## src/rtl/adc_bus_pkg.sv

```systemverilog
package adc_bus_pkg;

  localparam int unsigned CFG_W = 4;

  typedef enum logic [2:0] {
    ST_IDLE,
    ST_CFG,
    ST_QUIET,
    ST_ACQ,
    ST_WAIT_HI,
    ST_WAIT_LO,
    ST_RD_LO,
    ST_RD_HI
  } ctrlState_t;

  typedef struct packed {
    logic latchCfg;
    logic clrChan;
    logic capture;
    logic incChan;
  } ctrlStrobes_t;

  function automatic int unsigned nsToCycles(input longint unsigned ns,
                                             input longint unsigned hz);
    longint unsigned c;
    c = (ns * hz + 64'd999_999_999) / 64'd1_000_000_000;
    if (c == 0) c = 1;
    return int'(c);
  endfunction

  function automatic int unsigned maxOf(input int unsigned a, input int unsigned b);
    return (a > b) ? a : b;
  endfunction

endpackage

```

## src/rtl/adc_bus_ctrl_fsm.sv

```systemverilog
module adc_bus_ctrl_fsm
  import adc_bus_pkg::*;
#(
  parameter int unsigned WR_CYC    = 2,
  parameter int unsigned QUIET_CYC = 25,
  parameter int unsigned PULSE_CYC = 1,
  parameter int unsigned LOW0_CYC  = 50,
  parameter int unsigned RDL_CYC   = 2,
  parameter int unsigned RDH_CYC   = 2,
  parameter int unsigned TMR_W     = 8
) (
  input  logic         clk,
  input  logic         rstN,
  input  logic         start,
  input  logic         cfgWrite,
  input  logic         eoc,
  input  logic         cfgMode,
  input  logic         lastChan,
  output ctrlStrobes_t stb,
  output logic         busy,
  output logic         done,
  output logic         convSt,
  output logic         csN,
  output logic         rdN,
  output logic         wrN,
  output logic         busOe
);

  localparam int unsigned RD_MID  = RDL_CYC / 2;
  localparam int unsigned MID_TMR = RDL_CYC - 1 - RD_MID;

  ctrlState_t state;
  logic [TMR_W-1:0] timer;
  logic timerZero;
  logic doneQ;

  assign timerZero = (timer == '0);

  always_ff @(posedge clk) begin
    if (!rstN) begin
      state <= ST_IDLE;
      timer <= '0;
      doneQ <= 1'b0;
    end else begin
      doneQ <= 1'b0;
      case (state)
        ST_IDLE: begin
          if (cfgWrite) begin
            state <= ST_CFG;
            timer <= TMR_W'(WR_CYC - 1);
          end else if (start) begin
            if (cfgMode) begin
              state <= ST_QUIET;
              timer <= TMR_W'(QUIET_CYC - 1);
            end else begin
              state <= ST_ACQ;
              timer <= TMR_W'(LOW0_CYC - 1);
            end
          end
        end
        ST_CFG: begin
          if (timerZero) state <= ST_IDLE;
          else           timer <= timer - 1'b1;
        end
        ST_QUIET: begin
          if (timerZero) begin
            state <= ST_ACQ;
            timer <= TMR_W'(PULSE_CYC - 1);
          end else begin
            timer <= timer - 1'b1;
          end
        end
        ST_ACQ: begin
          if (timerZero) state <= ST_WAIT_HI;
          else           timer <= timer - 1'b1;
        end
        ST_WAIT_HI: begin
          if (eoc) state <= ST_WAIT_LO;
        end
        ST_WAIT_LO: begin
          if (!eoc) begin
            state <= ST_RD_LO;
            timer <= TMR_W'(RDL_CYC - 1);
          end
        end
        ST_RD_LO: begin
          if (timerZero) begin
            if (lastChan) begin
              state <= ST_IDLE;
              doneQ <= 1'b1;
            end else begin
              state <= ST_RD_HI;
              timer <= TMR_W'(RDH_CYC - 1);
            end
          end else begin
            timer <= timer - 1'b1;
          end
        end
        ST_RD_HI: begin
          if (timerZero) begin
            state <= ST_RD_LO;
            timer <= TMR_W'(RDL_CYC - 1);
          end else begin
            timer <= timer - 1'b1;
          end
        end
        default: state <= ST_IDLE;
      endcase
    end
  end

  always_comb begin
    stb.latchCfg = (state == ST_IDLE) && cfgWrite;
    stb.clrChan  = (state == ST_IDLE) && !cfgWrite && start;
    stb.capture  = (state == ST_RD_LO) && (timer == TMR_W'(MID_TMR));
    stb.incChan  = (state == ST_RD_LO) && timerZero && !lastChan;
  end

  always_comb begin
    busy   = (state != ST_IDLE);
    done   = doneQ;
    convSt = (state != ST_ACQ);
    wrN    = (state != ST_CFG);
    rdN    = (state != ST_RD_LO);
    csN    = !((state == ST_CFG) || (state == ST_RD_LO) || (state == ST_RD_HI));
    busOe  = (state == ST_CFG);
  end

endmodule

```

## src/rtl/adc_bus_ctrl_dp.sv

```systemverilog
module adc_bus_ctrl_dp
  import adc_bus_pkg::*;
#(
  parameter int unsigned CHANNELS = 6,
  parameter int unsigned DATA_W   = 16,
  parameter int unsigned CH_W     = 3
) (
  input  logic               clk,
  input  logic               rstN,
  input  ctrlStrobes_t       stb,
  input  logic [CFG_W-1:0]   cfgValue,
  input  logic [DATA_W-1:0]  busIn,
  output logic               cfgMode,
  output logic               lastChan,
  output logic [DATA_W-1:0]  busOut,
  output logic [DATA_W-1:0]  resData,
  output logic [CH_W-1:0]    resChan,
  output logic               resValid
);

  logic [CFG_W-1:0] cfgReg;
  logic [CH_W-1:0]  chanIdx;

  always_ff @(posedge clk) begin
    if (!rstN) cfgReg <= '0;
    else if (stb.latchCfg) cfgReg <= cfgValue;
  end

  assign cfgMode = cfgReg[0];

  generate
    if (DATA_W > CFG_W) begin : g_pad
      assign busOut = {{(DATA_W - CFG_W){1'b0}}, cfgReg};
    end else begin : g_trunc
      assign busOut = cfgReg[DATA_W-1:0];
    end
  endgenerate

  always_ff @(posedge clk) begin
    if (!rstN)            chanIdx <= '0;
    else if (stb.clrChan) chanIdx <= '0;
    else if (stb.incChan) chanIdx <= chanIdx + 1'b1;
  end

  assign lastChan = (chanIdx == CH_W'(CHANNELS - 1));

  always_ff @(posedge clk) begin
    if (!rstN) begin
      resData  <= '0;
      resChan  <= '0;
      resValid <= 1'b0;
    end else begin
      resValid <= stb.capture;
      if (stb.capture) begin
        resData <= busIn;
        resChan <= chanIdx;
      end
    end
  end

endmodule

```

## src/rtl/adc_bus_ctrl.sv

```systemverilog
module adc_bus_ctrl
  import adc_bus_pkg::*;
#(
  parameter int unsigned CHANNELS    = 6,
  parameter int unsigned DATA_W      = 16,
  parameter longint unsigned CLK_HZ  = 50_000_000,
  parameter int unsigned ACQ_NS      = 1000,
  parameter int unsigned QUIET_NS    = 500,
  parameter int unsigned PULSE_NS    = 20,
  parameter int unsigned RD_LOW_NS   = 40,
  parameter int unsigned RD_HIGH_NS  = 40,
  parameter int unsigned WR_NS       = 40,
  localparam int unsigned CH_W       = (CHANNELS > 1) ? $clog2(CHANNELS) : 1
) (
  input  logic               clk,
  input  logic               rstN,
  input  logic               start,
  input  logic               cfgWrite,
  input  logic [3:0]         cfgValue,
  output logic               busy,
  output logic               done,
  output logic               convSt,
  input  logic               eoc,
  output logic               csN,
  output logic               rdN,
  output logic               wrN,
  input  logic [DATA_W-1:0]  busIn,
  output logic [DATA_W-1:0]  busOut,
  output logic               busOe,
  output logic [DATA_W-1:0]  resData,
  output logic [CH_W-1:0]    resChan,
  output logic               resValid
);

  localparam int unsigned ACQ_CYC   = nsToCycles(ACQ_NS, CLK_HZ);
  localparam int unsigned QUIET_CYC = nsToCycles(QUIET_NS, CLK_HZ);
  localparam int unsigned PULSE_CYC = nsToCycles(PULSE_NS, CLK_HZ);
  localparam int unsigned RDL_CYC   = nsToCycles(RD_LOW_NS, CLK_HZ);
  localparam int unsigned RDH_CYC   = nsToCycles(RD_HIGH_NS, CLK_HZ);
  localparam int unsigned WR_CYC    = nsToCycles(WR_NS, CLK_HZ);
  localparam int unsigned LOW0_CYC  = maxOf(ACQ_CYC, QUIET_CYC);
  localparam int unsigned MAX_CYC   = maxOf(maxOf(LOW0_CYC, PULSE_CYC),
                                      maxOf(maxOf(RDL_CYC, RDH_CYC), WR_CYC));
  localparam int unsigned TMR_W     = $clog2(MAX_CYC + 1);

  ctrlStrobes_t stb;
  logic cfgMode;
  logic lastChan;

  adc_bus_ctrl_fsm #(
    .WR_CYC   (WR_CYC),
    .QUIET_CYC(QUIET_CYC),
    .PULSE_CYC(PULSE_CYC),
    .LOW0_CYC (LOW0_CYC),
    .RDL_CYC  (RDL_CYC),
    .RDH_CYC  (RDH_CYC),
    .TMR_W    (TMR_W)
  ) u_fsm (
    .clk     (clk),
    .rstN    (rstN),
    .start   (start),
    .cfgWrite(cfgWrite),
    .eoc     (eoc),
    .cfgMode (cfgMode),
    .lastChan(lastChan),
    .stb     (stb),
    .busy    (busy),
    .done    (done),
    .convSt  (convSt),
    .csN     (csN),
    .rdN     (rdN),
    .wrN     (wrN),
    .busOe   (busOe)
  );

  adc_bus_ctrl_dp #(
    .CHANNELS(CHANNELS),
    .DATA_W  (DATA_W),
    .CH_W    (CH_W)
  ) u_dp (
    .clk     (clk),
    .rstN    (rstN),
    .stb     (stb),
    .cfgValue(cfgValue),
    .busIn   (busIn),
    .cfgMode (cfgMode),
    .lastChan(lastChan),
    .busOut  (busOut),
    .resData (resData),
    .resChan (resChan),
    .resValid(resValid)
  );

endmodule

```

## config.mk

```make
export PLATFORM = sky130hd
export DESIGN_NAME = adc_bus_ctrl
export DESIGN_NICKNAME = d
export VERILOG_FILES = /design/src/rtl/adc_bus_pkg.sv /design/src/rtl/adc_bus_ctrl_fsm.sv /design/src/rtl/adc_bus_ctrl_dp.sv /design/src/rtl/adc_bus_ctrl.sv
export SDC_FILE = /design/constraint.sdc
export NUM_CORES = 1
export LEC_CHECK = 0
export BUFFER_PORTS_ARGS = -buffer_cell sky130_fd_sc_hd__buf_2
export CORE_MARGIN = 1.5
export CORE_UTILIZATION = 45
export CTS_CLUSTER_DIAMETER = 80
export DETAILED_ROUTE_END_ITERATION = 6
export PLACE_DENSITY = 0.73
export SYNTH_ARGS = -nofsm -noshare
export SYNTH_HDL_FRONTEND = slang
export SYNTH_HIERARCHICAL = 1
export SYNTH_SLANG_ARGS = --single-unit
```

## constraint.sdc

```tcl
create_clock -name clk -period 2.36 [get_ports clk]
set_input_delay 0.354 -clock clk [delete_from_list [all_inputs] [get_ports clk]]
set_output_delay 0.354 -clock clk [all_outputs]
set_load 0.05 [all_outputs]
```

==> impl_metrics.yaml <==
grt:
  grt_first_pass_wirelength_um: 5780
  number_of_antenna_violations_at_the_first_check_in_global_routing: 0
  grt_use_total_pct: 16.8
  first_global_vias: 1293
  grt_remaining_overflow: 0
  grt_start_max_net_pins: 40
sta:
  timing.final.hold_violations: 0
  layout_worst_path_cycle_share_pct: 86.3
  timing_max_transition_violations_final: 0
  slew_headroom_pct: 60.1
  fmaxAchievable_ghz: 0.491
  period_needed_ns: 2.04
  final.setup_skew_ns: 0.00411
  totalNegativeSetupSlack_ns: 0
  rsz0062_at_grt: "no"
  tightest_slew_ns: 0.594
  setup_viol_count_final: 0
synthesis:
  ys_seq_area_share_pct: 38.3
  yosys_most_used_dff: "sky130_fd_sc_hd__dfxtp_1"
  syn-mean-instance-area_um2: 9.34
  async_reset_ff_share_pct: 0
  synth_enable_flop_cells: 0
  synth_cell_area_um2: 1930
  post_synth_num_cell_types: 45
  netlist_instances: 207
  ys_ff_latch: 37
  yosysWarningCount: 6
clock_tree:
  clk_transition_reported_paths_ns: 0.07
  cts_tree: "built"
  clkSinkCount: 37
  cts-buffers-inserted: 5
  cts_repair_resize_count: 0
  cts-root-buf: "sky130_fd_sc_hd__clkbuf_8"
  clk_latency_ns: 0.28
  cts-root-to-sink-buffers: 2
  cts_hold_repair.buffers: 0
  post_cts.repair.setup_buffers: 0
  htree_levels: 2
worst_setup_path:
  cp_buf_inv_count: 3
  critPathCaptureType: "output port"
  critical_path.most_common_cell: "sky130_fd_sc_hd__inv_1"
  crit_path_start_kind: "register"
  worst_path_dominant_cell_family: "buffers and inverters"
  largest_stage_delay_on_the_critical_path_ns: 0.46
  cp.arrival_ns: 1.68
  data_required_time_of_the_worst_path_ns: 2.01
  worst_setup_path_category: "reg2out"
  timing.critical_path.slowest_stage_cell: "sky130_fd_sc_hd__dfxtp_2"
  path_max_fanout: 15
  cp_cell_sequence: "inv_1 > nor2_1 > nand2b_2 > inv_1 > buf_2"
power:
  power.share.clock_pct: 22.4
  cellLeakagePower_nw: 0.967
  p_int_w: 0.00146
  power_switching_share_pct: 41.6
  seq_power_share_pct: 33.0
  combPwrFrac_pct: 44.6
  p_sw_w: 0.00104
  power_density_nw_per_um2: 1090
  max-vdd-ir-drop_v: 0.000473
  report.power.total_w: 0.00250
layout:
  synthesis_to_finish_area_growth_pct: 18.5
  antenna_cells_inserted: 0
  final_net_count: 288
  layout-drive-gt1-share_pct: 30.4
route:
  drt_pre_antenna_iters: 4
  drt_drc_violations_left: 0
  antenna_left: 0
  route.detailed.vias_per_inst: 4.94
  routed_wire_length_per_instance_um: 12.0
  vias: 1531
  drt_first_iter_violations: 102
  wirelength_um: 3730
floorplanning:
  fp-row-count: 23
  floorplan.die.width_um: 68.6
  die_area_um2: 4700
  standard_cell_core_area_um2: 4060
  pin_count: 68
  chipHeight_um: 68.6
  floorplan.initialDensity_pct: 47.7
run_status:
  outcome: "finished, final reports clean"
placement:
  final_hpwl_dp_um: 2660
  place.port_buffers: 55
  place.gp.congestion: 0.876
worst_hold_path:
  hold_path.class: "in2reg"
flow_run:
  maxCapViolations: 0
-- flip-flops by register name, indices dropped and copies added (netlist names) --
signal,cells
u_dp/resChan,3
u_dp/resData,16
u_fsm/state,3
u_dp/cfgReg,4
u_dp/chanIdx,3
u_fsm/done,1
u_dp/resValid,1
u_fsm/timer,6
-- layout make-up --
cell class | count | area [µm²]
fill | 371 | 1770
multi-input combinational | 151 | 1050
sequential | 37 | 742
timing repair buffer | 58 | 298
clock buffer | 6 | 82.6
tap | 50 | 62.6
clock inverter | 2 | 37.5
inverter | 6 | 22.5
-- worst min-delay path: stages --
cell	delay, ns
sky130_fd_sc_hd__buf_2	0.08
sky130_fd_sc_hd__mux2i_1	0.05
sky130_fd_sc_hd__nor2b_1	0.09
-- final timing paths --
| path | slack [ns] | cells past startpoint | from | to |
|---|---|---|---|---|
| worst max-delay path | 0.32 | 5 | u_fsm/state[0]$_SDFFE_PN0P_ | busOe |
| worst min-delay path | 0.32 | 3 | busIn[13] | u_dp/resData[13]$_SDFFE_PN0P_ |
| worst max register to register | 0.48 | 9 | u_dp/chanIdx[1]$_SDFFE_PP0P_ | u_fsm/timer[0]$_SDFFE_PN0P_ |
| worst min register to register | 0.51 | 2 | u_dp/resData[8]$_SDFFE_PN0P_ | u_dp/resData[8]$_SDFFE_PN0P_ |
-- placed cells by master, fill, tap and decap left out, drive strengths merged, types with 2 or more instances in the layout --
cell    synthesis  routed
a32oi           2       2
nor2b          27      27
and4b           2       2
nand2b          2       2
xnor2           4       4
nor3            5       5
nor2           10      10
and2            2       2
mux2i          23      23
a21oi           8       8
conb            1      12
dfxtp          37      37
buf            22      58
a211oi          2       2
nand3           4       4
nor3b           2       2
nand2          14      14
ha              4       4
inv             6       6
and3            4       4
o21ai           7       7
clkbuf          2       6
-- logic make-up after synthesis --
kind of cell             Yosys count  synth area share [%]
AND/OR/NAND/NOR                   79                  23.7
flip-flops                        37                  38.3
buffers and inverters             30                  10.5
AO/OA/AOI/OAI                     29                  10.9
multiplexers                      23                  11.9
adder cells (fa/ha/maj)            4                  2.59
XOR/XNOR                           4                  1.81
other                              1                 0.194
-- power groups by stage --
stage               logic, W  clock network [W]  registers, W
floorplan           0.000962                  0      0.000812
global placement     0.00110                  0      0.000832
detailed placement   0.00111                  0      0.000833
CTS                  0.00112           0.000581      0.000820
global route         0.00122           0.000606      0.000845
finish               0.00112           0.000562      0.000825
-- stage by stage --
step                      util (%)  worst slack (ns)  hold slack, ns  cell area, µm²  std cells
after floorplan                  -             0.188           0.462            1990        218
after global placement        53.5             0.539           0.490            2170        302
after CTS                     56.5             0.148           0.316            2290        310
after detailed placement      53.5             0.486           0.495            2170        302
final                         56.5             0.322           0.325            2290        310
after global routing          56.5             0.161           0.325            2290        310
-- Yosys cell counts, types with 2 or more instances --
master | instances | area, µm²
sky130_fd_sc_hd__dfxtp_1 | 37 | 741
sky130_fd_sc_hd__nor2b_1 | 27 | 169
sky130_fd_sc_hd__mux2i_1 | 23 | 230
sky130_fd_sc_hd__buf_4 | 13 | 97.6
sky130_fd_sc_hd__nand2_1 | 13 | 48.8
sky130_fd_sc_hd__nor2_1 | 9 | 33.8
sky130_fd_sc_hd__a21oi_1 | 8 | 40.0
sky130_fd_sc_hd__inv_1 | 6 | 22.5
sky130_fd_sc_hd__o21ai_0 | 6 | 30.0
sky130_fd_sc_hd__buf_6 | 5 | 56.3
sky130_fd_sc_hd__nor3_1 | 5 | 25.0
sky130_fd_sc_hd__and3_1 | 4 | 25.0
sky130_fd_sc_hd__buf_2 | 4 | 20.0
sky130_fd_sc_hd__ha_1 | 4 | 50.1
sky130_fd_sc_hd__nand3_1 | 4 | 20.0
sky130_fd_sc_hd__xnor2_1 | 4 | 35.0
sky130_fd_sc_hd__a211oi_1 | 2 | 15.0
sky130_fd_sc_hd__a32oi_1 | 2 | 17.5
sky130_fd_sc_hd__and2_1 | 2 | 12.5
sky130_fd_sc_hd__clkbuf_1 | 2 | 7.51
sky130_fd_sc_hd__nand2b_1 | 2 | 12.5
sky130_fd_sc_hd__nor3b_1 | 2 | 15.0
-- metal layers --
metal  share of wire, %  wire length, µm  vias to the layer above  GRT usage (%)
li1                   -                -                      793              -
met1                 47             1760                      670           21.6
met2                 44             1650                       63           25.5
met3                6.4              239                        5           3.41
met4                2.1               78                        0           10.5
met5                  0                0                        -              0
(Power assumes the default switching activity.)
